`config.mk`:
```
export PLATFORM = sky130hd
export DESIGN_NAME = vf_step_unit
export DESIGN_NICKNAME = d
export VERILOG_FILES = /design/src/rtl/vfs_pkg.sv /design/src/rtl/vfs_step_ctr.sv /design/src/rtl/vfs_cr_sel.sv /design/src/rtl/vfs_mode_reg.sv /design/src/rtl/vf_step_unit.sv
export SDC_FILE = /design/constraint.sdc
export NUM_CORES = 1
export LEC_CHECK = 0
export CORE_MARGIN = 4
export CORE_UTILIZATION = 45
export CTS_CLUSTER_DIAMETER = 40
export DETAILED_ROUTE_END_ITERATION = 10
export PLACE_DENSITY = 0.79
export SLEW_MARGIN = 5
export SYNTH_ARGS = -nofsm -noshare
export SYNTH_HDL_FRONTEND = slang
export SYNTH_SLANG_ARGS = --single-unit
```
`constraint.sdc`:
```
create_clock -name clk -period 3.09 [get_ports clk]
set_clock_uncertainty 0.15 [all_clocks]
set_input_delay 0.309 -clock clk [delete_from_list [all_inputs] [get_ports clk]]
set_output_delay 0.309 -clock clk [all_outputs]
set_load 0.005 [all_outputs]
```
`src/rtl/vfs_pkg.sv`:
```
package vfs_pkg;

   localparam int FLAGS_PER_STATE = 3;

   typedef struct packed {
      logic lt;
      logic gt;
      logic eq;
      logic so;
   } cr0_t;

endpackage

```
`src/rtl/vfs_step_ctr.sv`:
```
module vfs_step_ctr #(
   parameter int CW         = 7,
   parameter bit SHARED_CMP = 1'b0
) (
   input  logic          clk,
   input  logic          rst,
   input  logic          adv,
   input  logic [CW-1:0] vl,
   output logic [CW-1:0] src,
   output logic [CW-1:0] dst,
   output logic          roll
);

   localparam int XW = CW + 1;

   logic [XW-1:0] src_inc;
   logic [XW-1:0] dst_inc;
   logic [XW-1:0] vl_x;

   assign src_inc = {1'b0, src} + XW'(1);
   assign dst_inc = {1'b0, dst} + XW'(1);
   assign vl_x    = {1'b0, vl};

   generate
      if (SHARED_CMP) begin : g_shared
         assign roll = (src_inc == vl_x);
      end else begin : g_dual
         logic hit_src;
         logic hit_dst;
         assign hit_src = (src_inc == vl_x);
         assign hit_dst = (dst_inc == vl_x);
         assign roll    = hit_src | hit_dst;
      end
   endgenerate

   always_ff @(posedge clk) begin
      if (rst) begin
         src <= '0;
         dst <= '0;
      end else if (adv) begin
         if (roll) begin
            src <= '0;
            dst <= '0;
         end else begin
            src <= src_inc[CW-1:0];
            dst <= dst_inc[CW-1:0];
         end
      end
   end

endmodule

```
`src/rtl/vfs_cr_sel.sv`:
```
module vfs_cr_sel
   import vfs_pkg::*;
#(
   parameter int N_STATES = 4,
   parameter int IMM_W    = 7,
   parameter int SEL_BASE = 2
) (
   input  logic [IMM_W-1:0]                    imm,
   input  logic [FLAGS_PER_STATE*N_STATES-1:0] loop_end,
   input  logic                                roll,
   output cr0_t                                cr
);

   logic [N_STATES-1:0] hit;

   generate
      for (genvar k = 0; k < N_STATES; k++) begin : g_hit
         assign hit[k] = (imm == IMM_W'(SEL_BASE + k));
      end
   endgenerate

   always_comb begin
      cr    = '0;
      cr.so = roll;
      for (int k = 0; k < N_STATES; k++) begin
         if (hit[k]) begin
            cr.eq = loop_end[FLAGS_PER_STATE*k];
            cr.lt = loop_end[FLAGS_PER_STATE*k + 1];
            cr.gt = loop_end[FLAGS_PER_STATE*k + 2];
         end
      end
   end

endmodule

```
`src/rtl/vfs_mode_reg.sv`:
```
module vfs_mode_reg (
   input  logic clk,
   input  logic rst,
   input  logic set,
   input  logic clr,
   output logic mode
);

   always_ff @(posedge clk) begin
      if (rst)      mode <= 1'b0;
      else if (set) mode <= 1'b1;
      else if (clr) mode <= 1'b0;
   end

endmodule

```
`src/rtl/vf_step_unit.sv`:
```
module vf_step_unit
   import vfs_pkg::*;
#(
   parameter int CW         = 7,
   parameter int IMM_W      = 7,
   parameter int N_STATES   = 4,
   parameter int SEL_BASE   = 2,
   parameter bit SHARED_CMP = 1'b0
) (
   input  logic                                clk,
   input  logic                                rst,
   input  logic                                mode_set_i,
   input  logic                                step_i,
   input  logic                                fld_vf_i,
   input  logic                                fld_vs_i,
   input  logic                                fld_ms_i,
   input  logic                                rec_i,
   input  logic [IMM_W-1:0]                    imm_i,
   input  logic [CW-1:0]                       vl_i,
   input  logic [FLAGS_PER_STATE*N_STATES-1:0] loop_end_i,
   output logic [CW-1:0]                       src_step_o,
   output logic [CW-1:0]                       dst_step_o,
   output logic                                vf_mode_o,
   output logic [3:0]                          cr0_o,
   output logic                                cr0_we_o
);

   localparam int SEL_LAST = SEL_BASE + N_STATES - 1;

   generate
      if (CW < 1) begin : g_bad_cw
         $error("vf_step_unit: CW must be at least 1");
      end
      if (N_STATES < 1) begin : g_bad_states
         $error("vf_step_unit: N_STATES must be at least 1");
      end
      if (SEL_BASE < 1 || SEL_LAST >= (1 << IMM_W)) begin : g_bad_sel
         $error("vf_step_unit: selector range does not fit the immediate");
      end
   endgenerate

   logic accept;
   logic roll;
   cr0_t cr_next;
   cr0_t cr_q;

   assign accept = step_i & fld_vf_i & ~fld_vs_i & ~fld_ms_i & vf_mode_o;

   vfs_step_ctr #(
      .CW         (CW),
      .SHARED_CMP (SHARED_CMP)
   ) u_ctr (
      .clk  (clk),
      .rst  (rst),
      .adv  (accept),
      .vl   (vl_i),
      .src  (src_step_o),
      .dst  (dst_step_o),
      .roll (roll)
   );

   vfs_cr_sel #(
      .N_STATES (N_STATES),
      .IMM_W    (IMM_W),
      .SEL_BASE (SEL_BASE)
   ) u_sel (
      .imm      (imm_i),
      .loop_end (loop_end_i),
      .roll     (roll),
      .cr       (cr_next)
   );

   vfs_mode_reg u_mode (
      .clk  (clk),
      .rst  (rst),
      .set  (mode_set_i),
      .clr  (accept & roll),
      .mode (vf_mode_o)
   );

   always_ff @(posedge clk) begin
      if (rst) begin
         cr_q     <= '0;
         cr0_we_o <= 1'b0;
      end else begin
         cr0_we_o <= accept & rec_i;
         if (accept & rec_i) cr_q <= cr_next;
      end
   end

   assign cr0_o = cr_q;

endmodule

```
==> results.json <==
{
  "status": "completed",
  "finalHoldViolations": 0,
  "synth_area_leader_cell": "dfxtp_1",
  "cp_slowest_stage_delay_ps": 500,
  "syn2layout_area_growth_pct": 35.42,
  "reg2regPathDepth": 8,
  "routed_wl_mm": 4.175,
  "postSynth.asyncResetShare_pct": 0,
  "via_per_inst": 5.791,
  "multi_input_area_um2": 1096,
  "worst_slew_pin_slew_ps": 510.9,
  "die_w_um": 67.57,
  "ir_worst_vdd_mv": 0.2404,
  "postCtsSetupRepairBufs": 0,
  "finalWorstSetupSlack_ps": 497.8,
  "timing.rr.start": "u_ctr.dst[0]$_SDFFE_PP0P_",
  "crit_type": "reg -> reg",
  "worstHoldPathType": "reg -> reg",
  "synth_compound_area_share_pct": 26.10,
  "path_clk_slew_ps": 120,
  "antenna_found_initial": 0,
  "root_buffer": "clkbuf_4",
  "regToRegEndpoint": "u_mode.mode$_SDFFE_PP0P_",
  "clk_path_buf_depth": 2,
  "coreArea_um2": 3390,
  "yosysTopAreaCellShare_pct": 25.08,
  "hold_buffers": 0,
  "final_cell_area_um2": 2162,
  "power_density_nw_per_um2": 276.7,
  "fin_crit_sh_pct": 83.89,
  "clk_latency_ps": 310,
  "endpoint_kind": "register",
  "hold_depth": 2,
  "slew-limit-headroom_pct": 65.94,
  "path_delay_family": "compound AO/OA/AOI/OAI gates",
  "hpwl_mm": 3.198,
  "start_util_pct": 47.10,
  "drv_slew": 0,
  "yosysWarnings": 0,
  "yosysSeqAreaShare_pct": 25.08,
  "synthesis.instances": 199,
  "first_iter_violations": 193,
  "yosys_most_used_dff": "dfxtp_1",
  "grt_max_degree": 24,
  "min_from": "cr0_o[1]$_SDFFE_PP0P_",
  "fillers": 302,
  "synth_common_cells": "nand2_1, a21oi_1, dfxtp_1",
  "min_period_ps": 2592,
  "synth-simple-area-share_pct": 33.62,
  "synthAdderAreaFrac_pct": 1.567,
  "cts_sinks": 20,
  "yosys-top-cells-area": "dfxtp_1, a21oi_1, nand2_1",
  "postCtsResizedCells": 0,
  "synth_area_um2": 1597,
  "dpl_cell_area_um2": 2126,
  "dr.pass1.iters": 4,
  "place_inst": 288,
  "grt_pass1_vias": 1551,
  "ys_ff_latch": 20,
  "synth_edf_count": 0,
  "drive_above_1_share_pct": 12.20,
  "slowest_stage": "dfxtp_1",
  "finish.utilization_pct": 63.79,
  "seqCellArea_um2": 400.4,
  "worstPathCellList": "ha_1 > and3_2 > nand2_1 > a2111o_1 > nor4b_4 > buf_4 > nor2_4 > o31a_1",
  "hold_ws_ps": 368.5,
  "ant_nets": 0,
  "nets": 283,
  "tns_ps": 0,
  "cts_tree": "done",
  "fmax_mhz": 385.8,
  "yosysMostFrequentCell": "nand2_1",
  "place_ws_ps": 496.3,
  "rsz0062_at_grt": "false",
  "rows": 21,
  "io_buffers": 53,
  "holdPathEnd": "cr0_o[1]$_SDFFE_PP0P_",
  "cts.htree.levels": 1,
  "track_usage_pct": 20.35,
  "die_height_um": 67.57,
  "synthDistinctLibCells": 49,
  "grt.overflow.total": 0,
  "synth_xor_xnor_area_share_pct": 6.034,
  "ios": 54,
  "vias": 1691,
  "setup_viol": 0,
  "avgSynthCellArea_um2": 8.023,
  "syn-num-nets": 235,
  "crit_arrival_ps": 2650,
  "p_total_mw": 0.5982,
  "drc_errors": 0,
  "critPathRequiredTime_ps": 3150,
  "r2r_setup_slack_ps": 500,
  "cap_violations": 0,
  "cts_buffers": 3,
  "grt_pass1_wl_mm": 7.162,
  "dieArea_um2": 4565,
  "cp.buffers_inverters": 1,
  "synth_top_family_by_area": "simple AND/OR/NAND/NOR gates",
  "leakage_nw": 0.7301,
  "worstSetupStartpointType": "register",
  "final_cells": 292,
  "synthMuxAreaShare_pct": 1.332,
  "avgRoutedWirePerCell_um": 14.30,
  "gp_congestion": 0.9844,
  "diodes": 0,
  "worstPathMaxFanout": 10
}
where the power goes:
group / switching (mW) / leakage [nW] / internal [mW]
registers: 0.0255 / 0.162 / 0.269
logic: 0.0519 / 0.547 / 0.0949
clock network: 0.0852 / 0.0210 / 0.0720
total: 0.163 / 0.730 / 0.435
worst register-to-register path, stage by stage (launching register included):
cell      delay, ps
dfxtp_1         500
ha_1            320
and3_2          260
nand2_1          70
a2111o_1        450
nor4b_4         240
buf_4           220
nor2_4           60
o31a_1          240
how the worst max path moves through the flow:
stage	cells past startpoint	startpoint	end	slack (ps)
2_1_floorplan	8	u_ctr.dst[0]$_SDFFE_PP0P_	u_mode.mode$_SDFFE_PP0P_	700
3_3_place_gp	8	vl_i[5]	u_mode.mode$_SDFFE_PP0P_	510
3_5_place_dp	8	vl_i[5]	u_mode.mode$_SDFFE_PP0P_	500
4_1_cts	8	u_ctr.dst[0]$_SDFFE_PP0P_	u_mode.mode$_SDFFE_PP0P_	520
5_1_grt	8	u_ctr.dst[0]$_SDFFE_PP0P_	u_mode.mode$_SDFFE_PP0P_	360
6_report	8	u_ctr.dst[0]$_SDFFE_PP0P_	u_mode.mode$_SDFFE_PP0P_	500
cell usage in the layout (no fill, tap or decap), types with 2 or more instances in the layout:
cell type	n
a211o_2	10
a211oi_1	3
a21oi_1	23
a221oi_1	3
a22oi_1	4
and3_1	4
buf_4	5
clkbuf_4	3
clkdlybuf4s50_1	53
dfxtp_1	20
ha_1	2
nand2_1	28
nand2b_1	4
nand3_1	8
nand3b_1	9
nand4_1	3
nor2_1	9
nor2b_1	2
nor3b_2	2
o211ai_1	2
o22ai_1	3
or3_1	6
or3_2	2
or4_1	5
xnor2_1	7
xor2_1	4
state kept, by name, summed over array words and instances (netlist names):
signal       count
u_ctr.dst        7
u_ctr.src        7
cr0_o            4
cr0_we_o         1
u_mode.mode      1
layout make-up:
cell class / count / area share [%]
Tap cell: 46 / 2.662
Multi-Input combinational cell: 163 / 50.69
Sequential cell: 20 / 18.52
Clock buffer: 4 / 1.678
Inverter: 1 / 0.1736
Timing Repair Buffer: 58 / 26.27
layer usage:
metal  share of wire [%]  global-route usage (%)  routed length [µm]
met5                   0                       0                   0
met4                 1.1                   6.076                  48
met3                 6.1                   4.160                 253
met2                  45                   31.83                1864
met1                  48                   27.94                2009
kinds of logic (layout without fill, tap and decap cells):
group / Yosys count / count (layout)
fa+ha+maj: 2 / 2
xor+xnor: 11 / 11
compound gates: 57 / 57
mux: 2 / 2
buf+inv: 16 / 63
simple gates: 91 / 91
flops: 20 / 20
(Power assumes the default switching activity.)
